==> config.mk <==
export PLATFORM = sky130hd
export DESIGN_NAME = bus_unwedge
export DESIGN_NICKNAME = d
export VERILOG_FILES = /design/src/rtl/bus_unwedge_pkg.sv /design/src/rtl/unwedge_sync.sv /design/src/rtl/unwedge_step_timer.sv /design/src/rtl/unwedge_ctrl.sv /design/src/rtl/bus_unwedge.sv
export SDC_FILE = /design/constraint.sdc
export NUM_CORES = 1
export LEC_CHECK = 0
export ABC_AREA = 0
export BUFFER_PORTS_ARGS = -buffer_cell sky130_fd_sc_hd__buf_2
export CORE_MARGIN = 10
export CORE_UTILIZATION = 60
export CTS_CLUSTER_SIZE = 24
export DETAILED_ROUTE_END_ITERATION = 7
export HOLD_SLACK_MARGIN = 0.02
export PLACE_DENSITY = 0.87
export SYNTH_ARGS = -nofsm -noshare
export SYNTH_HDL_FRONTEND = slang
export SYNTH_HIERARCHICAL = 1
export SYNTH_SLANG_ARGS = --single-unit
==> constraint.sdc <==
create_clock -name clk_i -period 4.7 [get_ports clk_i]
set_input_delay 1.41 -clock clk_i [delete_from_list [all_inputs] [get_ports clk_i]]
set_output_delay 1.41 -clock clk_i [all_outputs]
set_load 0.005 [all_outputs]
==> src/rtl/bus_unwedge_pkg.sv <==
package bus_unwedge_pkg;

  typedef enum logic [3:0] {
    ST_IDLE,
    ST_SETTLE,
    ST_CHK_SDA,
    ST_CHK_SCL,
    ST_STRETCH,
    ST_PULSE_LO,
    ST_PULSE_HI,
    ST_SP_SDA_LO,
    ST_SP_SCL_LO,
    ST_SP_SCL_HI,
    ST_SP_SDA_HI,
    ST_ABORT,
    ST_FIN
  } unwedge_state_e;

  function automatic logic drives_scl_low(unwedge_state_e s);
    return (s == ST_PULSE_LO) || (s == ST_SP_SCL_LO);
  endfunction

  function automatic logic drives_sda_low(unwedge_state_e s);
    return (s == ST_SP_SDA_LO) || (s == ST_SP_SCL_LO) || (s == ST_SP_SCL_HI);
  endfunction

endpackage

==> src/rtl/unwedge_sync.sv <==
module unwedge_sync #(
  parameter int WIDTH  = 2,
  parameter int STAGES = 2
) (
  input  logic             clk_i,
  input  logic             rst_ni,
  input  logic [WIDTH-1:0] d_i,
  output logic [WIDTH-1:0] q_o
);

  for (genvar b = 0; b < WIDTH; b++) begin : g_bit
    logic [STAGES-1:0] chain_q;
    always_ff @(posedge clk_i or negedge rst_ni) begin
      if (!rst_ni) chain_q <= '1;  // idle bus reads high
      else         chain_q <= {chain_q[STAGES-2:0], d_i[b]};
    end
    assign q_o[b] = chain_q[STAGES-1];
  end

endmodule

==> src/rtl/unwedge_step_timer.sv <==
module unwedge_step_timer #(
  parameter int STEP_CYCLES = 500
) (
  input  logic clk_i,
  input  logic rst_ni,
  input  logic clr_i,
  output logic tick_o
);

  localparam int CW = (STEP_CYCLES > 1) ? $clog2(STEP_CYCLES) : 1;
  localparam logic [CW-1:0] LAST = CW'(STEP_CYCLES - 1);

  logic [CW-1:0] cnt_q;

  always_ff @(posedge clk_i or negedge rst_ni) begin
    if (!rst_ni)            cnt_q <= '0;
    else if (clr_i)         cnt_q <= '0;
    else if (cnt_q != LAST) cnt_q <= cnt_q + 1'b1;
  end

  assign tick_o = (cnt_q == LAST);

  p_cnt_range_r6: assert property (@(posedge clk_i) disable iff (!rst_ni)
    cnt_q <= LAST);

  p_clr_restarts_r6: assert property (@(posedge clk_i) disable iff (!rst_ni)
    clr_i |=> (cnt_q == '0));

endmodule

==> src/rtl/unwedge_ctrl.sv <==
module unwedge_ctrl
  import bus_unwedge_pkg::*;
#(
  parameter int MAX_PULSES  = 9,
  parameter int MAX_STRETCH = 10
) (
  input  logic clk_i,
  input  logic rst_ni,
  input  logic start_i,
  input  logic scl_s_i,
  input  logic sda_s_i,
  input  logic tick_i,
  output logic step_clr_o,
  output logic busy_o,
  output logic done_o,
  output logic error_o,
  output logic scl_oe_o,
  output logic sda_oe_o
);

  localparam int PW = $clog2(MAX_PULSES + 1);
  localparam int SW = $clog2(MAX_STRETCH + 2);
  localparam logic [PW-1:0] PULSE_LIM   = PW'(MAX_PULSES);
  localparam logic [SW-1:0] STRETCH_LIM = SW'(MAX_STRETCH);

  unwedge_state_e state_q, state_d;
  logic [PW-1:0]  pulse_q, pulse_d;
  logic [SW-1:0]  stretch_q, stretch_d;
  logic           err_q, err_d;

  always_comb begin
    state_d   = state_q;
    pulse_d   = pulse_q;
    stretch_d = stretch_q;
    err_d     = err_q;
    unique case (state_q)
      ST_IDLE: if (start_i) begin
        state_d = ST_SETTLE;
        pulse_d = '0;
        err_d   = 1'b0;
      end
      ST_SETTLE:   if (tick_i) state_d = ST_CHK_SDA;
      ST_CHK_SDA: begin
        if (sda_s_i)                 state_d = ST_SP_SDA_LO;
        else if (pulse_q >= PULSE_LIM) state_d = ST_ABORT;
        else begin
          state_d   = ST_CHK_SCL;
          stretch_d = '0;
        end
      end
      ST_CHK_SCL: begin
        if (scl_s_i) begin
          state_d = ST_PULSE_LO;
          pulse_d = pulse_q + 1'b1;
        end else if (stretch_q > STRETCH_LIM) begin
          state_d = ST_ABORT;
        end else begin
          state_d   = ST_STRETCH;
          stretch_d = stretch_q + 1'b1;
        end
      end
      ST_STRETCH:   if (tick_i) state_d = ST_CHK_SCL;
      ST_PULSE_LO:  if (tick_i) state_d = ST_PULSE_HI;
      ST_PULSE_HI:  if (tick_i) state_d = ST_CHK_SDA;
      ST_SP_SDA_LO: if (tick_i) state_d = ST_SP_SCL_LO;
      ST_SP_SCL_LO: if (tick_i) state_d = ST_SP_SCL_HI;
      ST_SP_SCL_HI: if (tick_i) state_d = ST_SP_SDA_HI;
      ST_SP_SDA_HI: if (tick_i) state_d = ST_FIN;
      ST_ABORT: begin
        state_d = ST_FIN;
        err_d   = 1'b1;
      end
      ST_FIN:  state_d = ST_IDLE;
      default: state_d = ST_IDLE;
    endcase
  end

  always_ff @(posedge clk_i or negedge rst_ni) begin
    if (!rst_ni) begin
      state_q   <= ST_IDLE;
      pulse_q   <= '0;
      stretch_q <= '0;
      err_q     <= 1'b0;
    end else begin
      state_q   <= state_d;
      pulse_q   <= pulse_d;
      stretch_q <= stretch_d;
      err_q     <= err_d;
    end
  end

  assign step_clr_o = (state_d != state_q);
  assign busy_o     = (state_q != ST_IDLE);
  assign done_o     = (state_q == ST_FIN);
  assign error_o    = err_q;
  assign scl_oe_o   = drives_scl_low(state_q);
  assign sda_oe_o   = drives_sda_low(state_q);

  p_pulse_limit_r4: assert property (@(posedge clk_i) disable iff (!rst_ni)
    pulse_q <= PULSE_LIM);

  p_scl_high_first_r5: assert property (@(posedge clk_i) disable iff (!rst_ni)
    $rose(scl_oe_o) && !sda_oe_o |-> $past(scl_s_i));

  p_stop_edge_r7: assert property (@(posedge clk_i) disable iff (!rst_ni)
    $fell(sda_oe_o) |-> !scl_oe_o);

  p_start_edge_r7: assert property (@(posedge clk_i) disable iff (!rst_ni)
    $rose(sda_oe_o) |-> !scl_oe_o);

  p_abort_release_r8: assert property (@(posedge clk_i) disable iff (!rst_ni)
    done_o && error_o |-> !scl_oe_o && !sda_oe_o);

  p_ignore_busy_r9: assert property (@(posedge clk_i) disable iff (!rst_ni)
    busy_o && !done_o |=> busy_o);

  p_done_pulse_r10: assert property (@(posedge clk_i) disable iff (!rst_ni)
    done_o |=> !done_o && !busy_o);

endmodule

==> src/rtl/bus_unwedge.sv <==
module bus_unwedge #(
  parameter int STEP_CYCLES = 500,
  parameter int MAX_PULSES  = 9,
  parameter int MAX_STRETCH = 10
) (
  input  logic clk_i,
  input  logic rst_ni,
  input  logic start_i,
  output logic busy_o,
  output logic done_o,
  output logic error_o,
  input  logic scl_i,
  input  logic sda_i,
  output logic scl_oe_o,
  output logic sda_oe_o
);

  logic [1:0] line_s;
  logic       step_clr, step_tick;

  unwedge_sync #(.WIDTH(2), .STAGES(2)) u_sync (
    .clk_i  (clk_i),
    .rst_ni (rst_ni),
    .d_i    ({scl_i, sda_i}),
    .q_o    (line_s)
  );

  unwedge_step_timer #(.STEP_CYCLES(STEP_CYCLES)) u_timer (
    .clk_i  (clk_i),
    .rst_ni (rst_ni),
    .clr_i  (step_clr),
    .tick_o (step_tick)
  );

  unwedge_ctrl #(.MAX_PULSES(MAX_PULSES), .MAX_STRETCH(MAX_STRETCH)) u_ctrl (
    .clk_i      (clk_i),
    .rst_ni     (rst_ni),
    .start_i    (start_i),
    .scl_s_i    (line_s[1]),
    .sda_s_i    (line_s[0]),
    .tick_i     (step_tick),
    .step_clr_o (step_clr),
    .busy_o     (busy_o),
    .done_o     (done_o),
    .error_o    (error_o),
    .scl_oe_o   (scl_oe_o),
    .sda_oe_o   (sda_oe_o)
  );

endmodule

* Yosys cells after proc, flatten, opt, wreduce, memory -nomap -nowiden
Index checks and enable logic that the tools add are counted.
Word-level totals: flip-flop bits (word level) 26, output and inout port bits 5
Cells by class: $add $sub $neg 3, magnitude comparators 2, equality and inequality tests 21, muxes and demuxes 25, reductions and logical operators 13
Operator list (count):
- 4-bit two-way mux | 18
- 4-bit case mux with 11 select lines | 1
- 4-bit equality test, second input constant | 5
- 9-bit two-way mux | 2
- 4-bit by 3-bit equality test with 1-bit output, second input constant | 4
- 4-bit case mux with 2 select lines | 2
- 2-bit != test, second input constant | 6
- 9-bit by 1-bit adder with 9-bit output, second input constant | 1
- 9-bit equality test, second input constant | 1
- 9-bit != test, second input constant | 1
- 4-bit by 1-bit adder with 4-bit output, second input constant | 2
- 4-bit by 2-bit equality test with 1-bit output, second input constant | 2
- 2-bit nonzero test | 4
- 5-bit AND reduction | 1
- 4-bit by 1-bit equality test with 1-bit output, second input constant | 1
- 4-bit >= comparator, second input constant | 1
- 4-bit greater-than comparator, second input constant | 1
- 4-bit zero test | 1
- 4-bit != test | 1
- 4-bit nonzero test | 1
- 1-bit logical OR | 3
- 3-bit AND reduction | 1
- 1-bit case mux with 2 select lines | 1
- 2-bit AND reduction | 1
- other kinds (2) | 2

* Logic depth before layout (Yosys ltp)
Gate-level depths: netlist (run 1).
depth after elaboration 6, gate-level depth with buffers 11

* Modules after synthesis
Netlist (run 1), hierarchy kept.
Modules (own cells, without submodules):
- unwedge_ctrl | times used 1, cells each 116, area an instance 1001.0 sq um
- unwedge_step_timer | times used 1, cells each 45, area an instance 450.4 sq um
- unwedge_sync | times used 1, cells each 6, area an instance 120.1 sq um

* Least setup slack after synthesis (run 1)
Ideal clock, no wire load.
kind input port to flip-flop, from input port start_i, to register u_timer.cnt_q[2], arrival 2.668 ns, required time 4.617 ns, path slack 1.949 ns, stages on the path 6, cells stage by stage o21a_1 > nor3_1 > a211oi_1 > a211o_1 > or3b_2 > o22ai_1
On the way: cells in the longest elaborated chain, start to end 4, elaborated cells on any way between the ends 5, classes of those cells eq/ne (1); mux (3); reduce/logical (1)
Ends and longest elaborated chain:
- start, declared | line bus_unwedge.sv:8 | input logic start_i,
- 4-bit two-way mux (*) | line unwedge_ctrl.sv:37 | ST_IDLE: if (start_i) begin
- 4-bit case mux with 11 select lines (*) | line unwedge_ctrl.sv:36 | unique case (state_q)
- 4-bit != test (*) | line unwedge_ctrl.sv:92 | assign step_clr_o = (state_d != state_q);
- via step_clr | line bus_unwedge.sv:19 | logic step_clr, step_tick;
- 9-bit two-way mux / 2-bit nonzero test (equally long branches)
- end signal, assigned | line unwedge_step_timer.sv:18 | else if (cnt_q != LAST) cnt_q <= cnt_q + 1'b1;
- end, declared | line unwedge_step_timer.sv:13 | logic [CW-1:0] cnt_q;
The timed path passes the listed nets; every way through them passes the cells marked *. A chain may end at the register's enable or synchronous reset.

* Worst setup path after layout (run 1)
from register u_ctrl.state_q[2], to output port scl_oe_o
On the way: cells in the longest elaborated chain, start to end 2, elaborated cells on any way between the ends 3, classes of those cells eq/ne (2); reduce/logical (1)
Ends and longest elaborated chain:
- start, declared | line unwedge_ctrl.sv:26 | unwedge_state_e state_q, state_d;
- start signal, assigned | line unwedge_ctrl.sv:85 | state_q <= state_d;
- 4-bit by 3-bit equality test with 1-bit output / 4-bit equality test (equally long branches) | line bus_unwedge_pkg.sv:20 | return (s == ST_PULSE_LO) || (s == ST_SP_SCL_LO);
- 1-bit logical OR (*) | line bus_unwedge_pkg.sv:20
- end, declared | line bus_unwedge.sv:14 | output logic scl_oe_o,
Mark *: on every way between the ends. The rest lies on a longest branch, timed or not.

==> results of run 1 <==
## per-stage QoR
stage	worst slack (ns)	instances	utilization [%]	total power, mW
4_1_cts	1.69	201	65.5	0.338
6_report	1.70	201	65.5	0.333
3_3_place_gp	1.60	197	64.4	0.239
2_1_floorplan	1.95	167	-	0.234
5_1_grt	1.54	201	65.5	0.344
3_5_place_dp	1.54	197	64.4	0.240
## sequential cells by signal, summed over array words and instances, names as in the netlist
name / flops
u_ctrl/stretch_q: 4
u_ctrl/state_q: 4
u_timer/cnt_q: 9
u_ctrl/pulse_q: 4
u_sync/g_bit.chain_q: 4
u_ctrl/error_o: 1
## synth_stat cells, types with 2 or more instances
library cell / count
sky130_fd_sc_hd__a211o_1: 2
sky130_fd_sc_hd__a21oi_1: 10
sky130_fd_sc_hd__a31oi_1: 2
sky130_fd_sc_hd__and2_4: 2
sky130_fd_sc_hd__and3_1: 3
sky130_fd_sc_hd__buf_2: 5
sky130_fd_sc_hd__buf_4: 3
sky130_fd_sc_hd__dfrtp_1: 22
sky130_fd_sc_hd__dfstp_2: 4
sky130_fd_sc_hd__ha_1: 6
sky130_fd_sc_hd__inv_1: 7
sky130_fd_sc_hd__mux2i_1: 2
sky130_fd_sc_hd__nand2_1: 9
sky130_fd_sc_hd__nand2b_1: 7
sky130_fd_sc_hd__nand3_1: 5
sky130_fd_sc_hd__nand3b_1: 2
sky130_fd_sc_hd__nand4_1: 3
sky130_fd_sc_hd__nor2_1: 20
sky130_fd_sc_hd__nor2b_1: 4
sky130_fd_sc_hd__nor3_1: 3
sky130_fd_sc_hd__o21a_1: 2
sky130_fd_sc_hd__o21ai_0: 9
sky130_fd_sc_hd__o21ai_1: 2
sky130_fd_sc_hd__o22ai_1: 4
sky130_fd_sc_hd__or3_1: 4
sky130_fd_sc_hd__xor2_1: 3
## where the power goes
part	switching [mW]	internal (mW)	leakage, nW
logic	0.00527	0.00176	0.342
registers	0.00133	0.227	0.314
clock network	0.0644	0.0333	0.0150
## area by class of cell
cell class | instances | area, um2
fill | 199 | 856
multi-input combinational | 125 | 831
sequential | 26 | 656
timing repair buffer | 9 | 45.0
tap | 30 | 37.5
clock buffer | 4 | 26.3
inverter | 7 | 26.3
## worst paths after layout
check / endpoint / cells past startpoint
max in group asynchronous: u_sync/g_bit[0].chain_q[1]$_DFF_PN1_ / 1
max reg2reg: u_timer/cnt_q[1]$_DFFE_PN0P_ / 10
min: u_sync/g_bit[1].chain_q[1]$_DFF_PN1_ / 0
min in group asynchronous: u_ctrl/state_q[3]$_DFF_PN0_ / 1
min reg2reg: u_sync/g_bit[1].chain_q[1]$_DFF_PN1_ / 0
max: scl_oe_o / 5
## critical path: stages (launching register included)
cell	delay, ns
sky130_fd_sc_hd__dfrtp_1	0.63
sky130_fd_sc_hd__nand2b_1	0.24
sky130_fd_sc_hd__nor2_1	0.06
sky130_fd_sc_hd__a21oi_1	0.14
sky130_fd_sc_hd__nor2_1	0.04
sky130_fd_sc_hd__buf_2	0.15
## cells by family after synthesis
logic type	share of synthesized area, %
XOR/XNOR	2.23
buffers and inverters	5.41
AND/OR/NAND/NOR	24.8
flip-flops	41.7
multiplexers	1.99
adder cells (fa/ha/maj)	4.78
AO/OA/AOI/OAI	19.1
## per-layer routing
layer	vias to the layer above	global-route usage (%)	share of wire (%)
met2	48	20.2	49
met3	9	3.91	6.1
met5	-	0	0
met1	592	13.8	43
li1	609	-	-
met4	0	5.59	1.9
==> flow_summary_export.csv, run 1 <==
group,metric,value,unit
status,outcome,"finished clean",
yosys,ys.flop_type,"sky130_fd_sc_hd__dfrtp_1",
timing,final-max-slew-violation-count,0,
setup_path,timing.critical_path.arrival,1.59,ns
setup_path,worstSetupStartpointType,"register",
yosys,seq_area_frac_synth,41.7,%
setup_path,cp.required,3.29,ns
yosys,post_synth_instance_area,1570,um2
cts,number_of_gates_resized_after_cts,0,
yosys,avgSynthCellArea,9.41,um2
layout,num_antenna_cells,0,
floorplanning,floorplan.initialDensity,63.4,%
routing,number_of_detailed_routing_iterations_run_before_antenna_repair,4,
placed_design,numPortBuffers,9,
setup_path,regToRegSetupSlack,1.83,ns
grt,pin_count_of_the_biggest_net_entering_global_routing,27,
cts,clk_transition_reported_paths,0.14,ns
cts,htree_levels,1,
setup_path,timing.critical_path.fanout_max,15,
timing,finalHoldViolCount,0,
min_path,hold_start,"u_sync/g_bit[1].chain_q[0]$_DFF_PN1_",
pwr,cellPowerDensity,205,nW/um2
timing,tightest_slew,0.780,ns
floorplanning,die_h,71.2,um
timing,rsz_0062_raised_after_global_routing,"no",
timing,slew-limit-headroom,47.8,%
yosys,netlist-cell-type-count,48,
cts,cts-buffers-inserted,3,
cts,clock_tree_from_tritoncts,"built",
pwr,power.leakage,0.671,nW
yosys,synth_cells,167,
yosys,synth-edff-count,0,
routing,antenna_violating_nets_post_route,0,
cts,cts_hold_buffers,0,
grt,grtUsageTotal,12.2,%
cts,ctsLongestPathBuffers,2,
routing,wire_per_inst,15.4,um
grt,first_pass_grt_wire_length,5220,um
routing,post_drt_via_cell_ratio,6.26,
timing,final.hold.worst_slack,0.364,ns
yosys,yosysTopAreaCellShare,35.0,%
pwr,vdd_drop_max,208,uV
grt,number_of_antenna_violations_at_the_first_check_in_global_routing,0,
layout,final_area,1620,um2
layout,area_growth_syn_to_layout,3.19,%
grt,first_global_vias,1170,
timing,fin_skew,0.0194,ns
cts,cts_root_buf,"sky130_fd_sc_hd__clkbuf_4",
floorplanning,core.rowCount,18,
timing,layout_worst_path_cycle_share,63.9,%
layout,fin_nets,183,
setup_path,start_of_the_worst_register_to_register_path,"u_timer/cnt_q[0]$_DFFE_PN0P_",
yosys,async_reset_ff_share,100,%
routing,detail_route.iter0.violations,156,
timing,setup_tns,0,ns
timing,period_minus_slack,3.00,ns
floorplanning,ios,10,
yosys,synthDominantAreaCellType,"sky130_fd_sc_hd__dfrtp_1",
routing,route.final.wire_length,3090,um
setup_path,worstSetupPathType,"reg2out",
floorplanning,die_w,71.2,um
grt,final_global_route_overflow_total,0,
routing,remaining_drc_errors,0,
layout,ratio_of_cells_with_drive_above_1_in_the_final_layout,14.0,%
timing,max_freq,0.333,GHz
yosys,ys_warns,6,
yosys,ys_seq_elements,26,
floorplanning,die_area,5070,um2
layout,most_common_cell_after_layout_fill_and_taps_aside,"sky130_fd_sc_hd__dfrtp_1",
placed_design,place_congestion,0.860,
timing,report.final.setup_viol,0,
cts,cts_num_sinks,26,
flow_run,max-cap-violations,0,
cts,cts.repair_timing.setup_buffer_count,0,
placed_design,dpl_cell_area,1600,um2
min_path,worst_hold_path_type,"reg2reg",
yosys,syn-num-nets,178,
layout,layout_common_cells,"22 x sky130_fd_sc_hd__dfrtp_1, 20 x sky130_fd_sc_hd__nor2_1, 10 x sky130_fd_sc_hd__a21oi_1",
yosys,synthTopCellsByArea,"sky130_fd_sc_hd__dfrtp_1 35%, sky130_fd_sc_hd__dfstp_2 6.7%, sky130_fd_sc_hd__ha_1 4.8%",
routing,num_vias,1258,
cts,worstSkewPairLatency,0.33,ns
floorplanning,core-area,2480,um2
setup_path,crit_path_end_kind,"output pin",
setup_path,worst_setup_path_startpoint,"u_ctrl/state_q[2]$_DFF_PN0_",
placed_design,hpwl,2230,um
No activity file was read; power rests on OpenSTA's default activity.
==> inputs of run 2 (changes only) <==
Settings changed: ABC_AREA 0 to 1.
Clock period 4.7 ns to 2.9 ns, I/O delays scaled along.
==> flow_summary_export.csv, run 2 <==
group,metric,value,unit
yosys,ys_seq_elements,26,
yosys,avgSynthCellArea,7.47,um2
timing,final-max-slew-violation-count,0,
placed_design,hpwl,2360,um
grt,pin_count_of_the_biggest_net_entering_global_routing,27,
grt,number_of_antenna_violations_at_the_first_check_in_global_routing,0,
yosys,ys.flop_type,"sky130_fd_sc_hd__dfrtp_1",
cts,clock_tree_from_tritoncts,"built",
layout,layout.filler_cells,226,
timing,final.hold.worst_slack,0.369,ns
floorplanning,die_w,72.7,um
timing,layout_setup_ws,0.570,ns
grt,first_global_vias,1263,
routing,detail_route.iter0.violations,123,
layout,area_growth_syn_to_layout,6.83,%
pwr,design_power_total,0.631,mW
routing,number_of_detailed_routing_iterations_run_before_antenna_repair,4,
yosys,synthDominantAreaCellType,"sky130_fd_sc_hd__dfrtp_1",
timing,max_freq,0.429,GHz
timing,period_minus_slack,2.33,ns
floorplanning,ios,10,
yosys,async_reset_ff_share,100,%
cts,cts_num_sinks,26,
pwr,power.leakage,0.906,nW
yosys,netlist-cell-type-count,29,
setup_path,timing.critical_path.fanout_max,5,
cts,cts-buffers-inserted,3,
cts,cts.repair_timing.setup_buffer_count,0,
placed_design,dpl_cell_area,1730,um2
yosys,syn-num-nets,234,
timing,rsz_0062_raised_after_global_routing,"no",
yosys,synth_cells,223,
cts,clk_transition_reported_paths,0.15,ns
cts,cts_root_buf,"sky130_fd_sc_hd__clkbuf_4",
yosys,yosysTopAreaCellShare,33.0,%
grt,first_pass_grt_wire_length,5430,um
cts,number_of_gates_resized_after_cts,0,
setup_path,worstSetupStartpointType,"register",
placed_design,place_congestion,0.926,
routing,route.final.wire_length,3130,um
yosys,synth.cells.most_frequent,"55 x sky130_fd_sc_hd__nand2_1, 26 x sky130_fd_sc_hd__inv_1, 22 x sky130_fd_sc_hd__dfrtp_1",
setup_path,path_buf_inv,2,
placed_design,place.detailed.instances,260,
setup_path,crit_path_end_kind,"output pin",
routing,num_vias,1387,
yosys,synth-edff-count,0,
layout,top_register,"u_timer/cnt_q",
setup_path,timing.critical_path.arrival,1.46,ns
setup_path,critical_path.top_delay_family,"flip-flops",
pwr,cellPowerDensity,354,nW/um2
yosys,yosys.cell_count.top_type,"sky130_fd_sc_hd__nand2_1",
layout,max_ffs_per_register,9,
floorplanning,floorplan.initialDensity,61.5,%
grt,grtUsageTotal,12.4,%
status,outcome,"finished clean",
setup_path,worstSetupPathType,"reg2out",
flow_run,max-cap-violations,0,
floorplanning,die_area,5290,um2
timing,layout_worst_path_cycle_share,80.3,%
layout,fin_nets,245,
cts,ctsLongestPathBuffers,2,
grt,final_global_route_overflow_total,0,
setup_path,cp.required,2.03,ns
timing,tightest_slew,0.564,ns
floorplanning,die_h,72.7,um
yosys,post_synth_instance_area,1670,um2
layout,final_area,1780,um2
yosys,ys_warns,6,
placed_design,dpl_ws,0.743,ns
yosys,synthTopCellsByArea,"sky130_fd_sc_hd__dfrtp_1 33%, sky130_fd_sc_hd__nand2_1 12%, sky130_fd_sc_hd__dfstp_2 6.3%",
layout,finalNonFillerCells,264,
layout,most_common_cell_after_layout_fill_and_taps_aside,"sky130_fd_sc_hd__nand2_1",
routing,antenna_violating_nets_post_route,0,
routing,post_drt_via_cell_ratio,5.25,
setup_path,cp_cell_sequence,"inv_1 -> nand2_1 -> nor2_1 -> nor2_1 -> nand2_1 -> buf_2",
floorplanning,core-area,2710,um2
layout,ratio_of_cells_with_drive_above_1_in_the_final_layout,20.2,%
routing,wire_per_inst,11.8,um
cts,htree_levels,1,
timing,slew-limit-headroom,62.4,%
pwr,vdd_drop_max,282,uV
layout,final_cell_utilization_of_the_core,65.7,%
setup_path,critPathMaxStageDelay,0.46,ns
routing,remaining_drc_errors,0,
yosys,seq_area_frac_synth,39.3,%
setup_path,critPathSlowestCell,"sky130_fd_sc_hd__dfrtp_1",
timing,setup_tns,0,ns
cts,cts_hold_buffers,0,
layout,layout_common_cells,"55 x sky130_fd_sc_hd__nand2_1, 26 x sky130_fd_sc_hd__inv_1, 22 x sky130_fd_sc_hd__dfrtp_1, 19 x sky130_fd_sc_hd__nor2_1, 14 x sky130_fd_sc_hd__nand3_1",
cts,worstSkewPairLatency,0.33,ns
timing,report.final.setup_viol,0,
min_path,worst_hold_path_type,"reg2reg",
layout,num_antenna_cells,0,
timing,finalHoldViolCount,0,
floorplanning,core.rowCount,19,
timing,fin_skew,0.0118,ns
placed_design,numPortBuffers,9,
## run 2: cell types whose count changed in the layout (fill, tap and decap cells not counted), moves of 5 or more
cell                       previous run  this run
sky130_fd_sc_hd__inv_1                7        26
sky130_fd_sc_hd__inv_2                0         8
sky130_fd_sc_hd__nand2_1              9        55
sky130_fd_sc_hd__nand2b_1             7         0
sky130_fd_sc_hd__nand3_1              5        14
sky130_fd_sc_hd__nor2_2               0         6
sky130_fd_sc_hd__nor2_4               0         5
sky130_fd_sc_hd__o21ai_1              2        11
## run 2: final cells by class
type | instances | area, um2 | share of cell area, %
multi-input combinational | 158 | 853 | 47.9
timing repair buffer | 9 | 45.0 | 2.53
clock inverter | 1 | 30.0 | 1.69
clock buffer | 3 | 22.5 | 1.26
inverter | 36 | 135 | 7.59
sequential | 26 | 656 | 36.8
tap | 31 | 38.8 | 2.18
## run 2: worst paths after layout
path | startpoint | endpoint | slack [ns] | cells after the start
max in group asynchronous | rst_ni | u_ctrl/pulse_q[3]$_DFFE_PN0P_ | 2.01 | 1
hold / removal | u_sync/g_bit[0].chain_q[0]$_DFF_PN1_ | u_sync/g_bit[0].chain_q[1]$_DFF_PN1_ | 0.37 | 0
min in group asynchronous | rst_ni | u_timer/cnt_q[7]$_DFFE_PN0P_ | 0.50 | 1
setup reg to reg | u_timer/cnt_q[1]$_DFFE_PN0P_ | u_timer/cnt_q[0]$_DFFE_PN0P_ | 0.70 | 16
hold reg to reg | u_sync/g_bit[0].chain_q[0]$_DFF_PN1_ | u_sync/g_bit[0].chain_q[1]$_DFF_PN1_ | 0.37 | 0
setup / recovery | u_ctrl/state_q[3]$_DFF_PN0_ | sda_oe_o | 0.57 | 6
## run 2: report_power, final
part | switching, mW | internal (mW)
clock | 0.111 | 0.140
sequential | 0.00117 | 0.368
combinational | 0.00891 | 0.00213
total | 0.121 | 0.510
## run 2: layer usage
metal	vias up	share of wire (%)	track usage (%)
met3	4	5.0	2.59
li1	728	-	-
met5	-	0	0
met1	626	48	15.7
met2	29	46	19.7
met4	0	0.86	5.70
## run 2: kinds of logic after synthesis
group / after synthesis / synth area share, %
AND/OR/NAND/NOR: 122 / 36.9
AO/OA/AOI/OAI: 27 / 8.26
buffers and inverters: 39 / 9.46
flip-flops: 26 / 39.3
adder cells (fa/ha/maj): 6 / 4.50
XOR/XNOR: 3 / 1.58
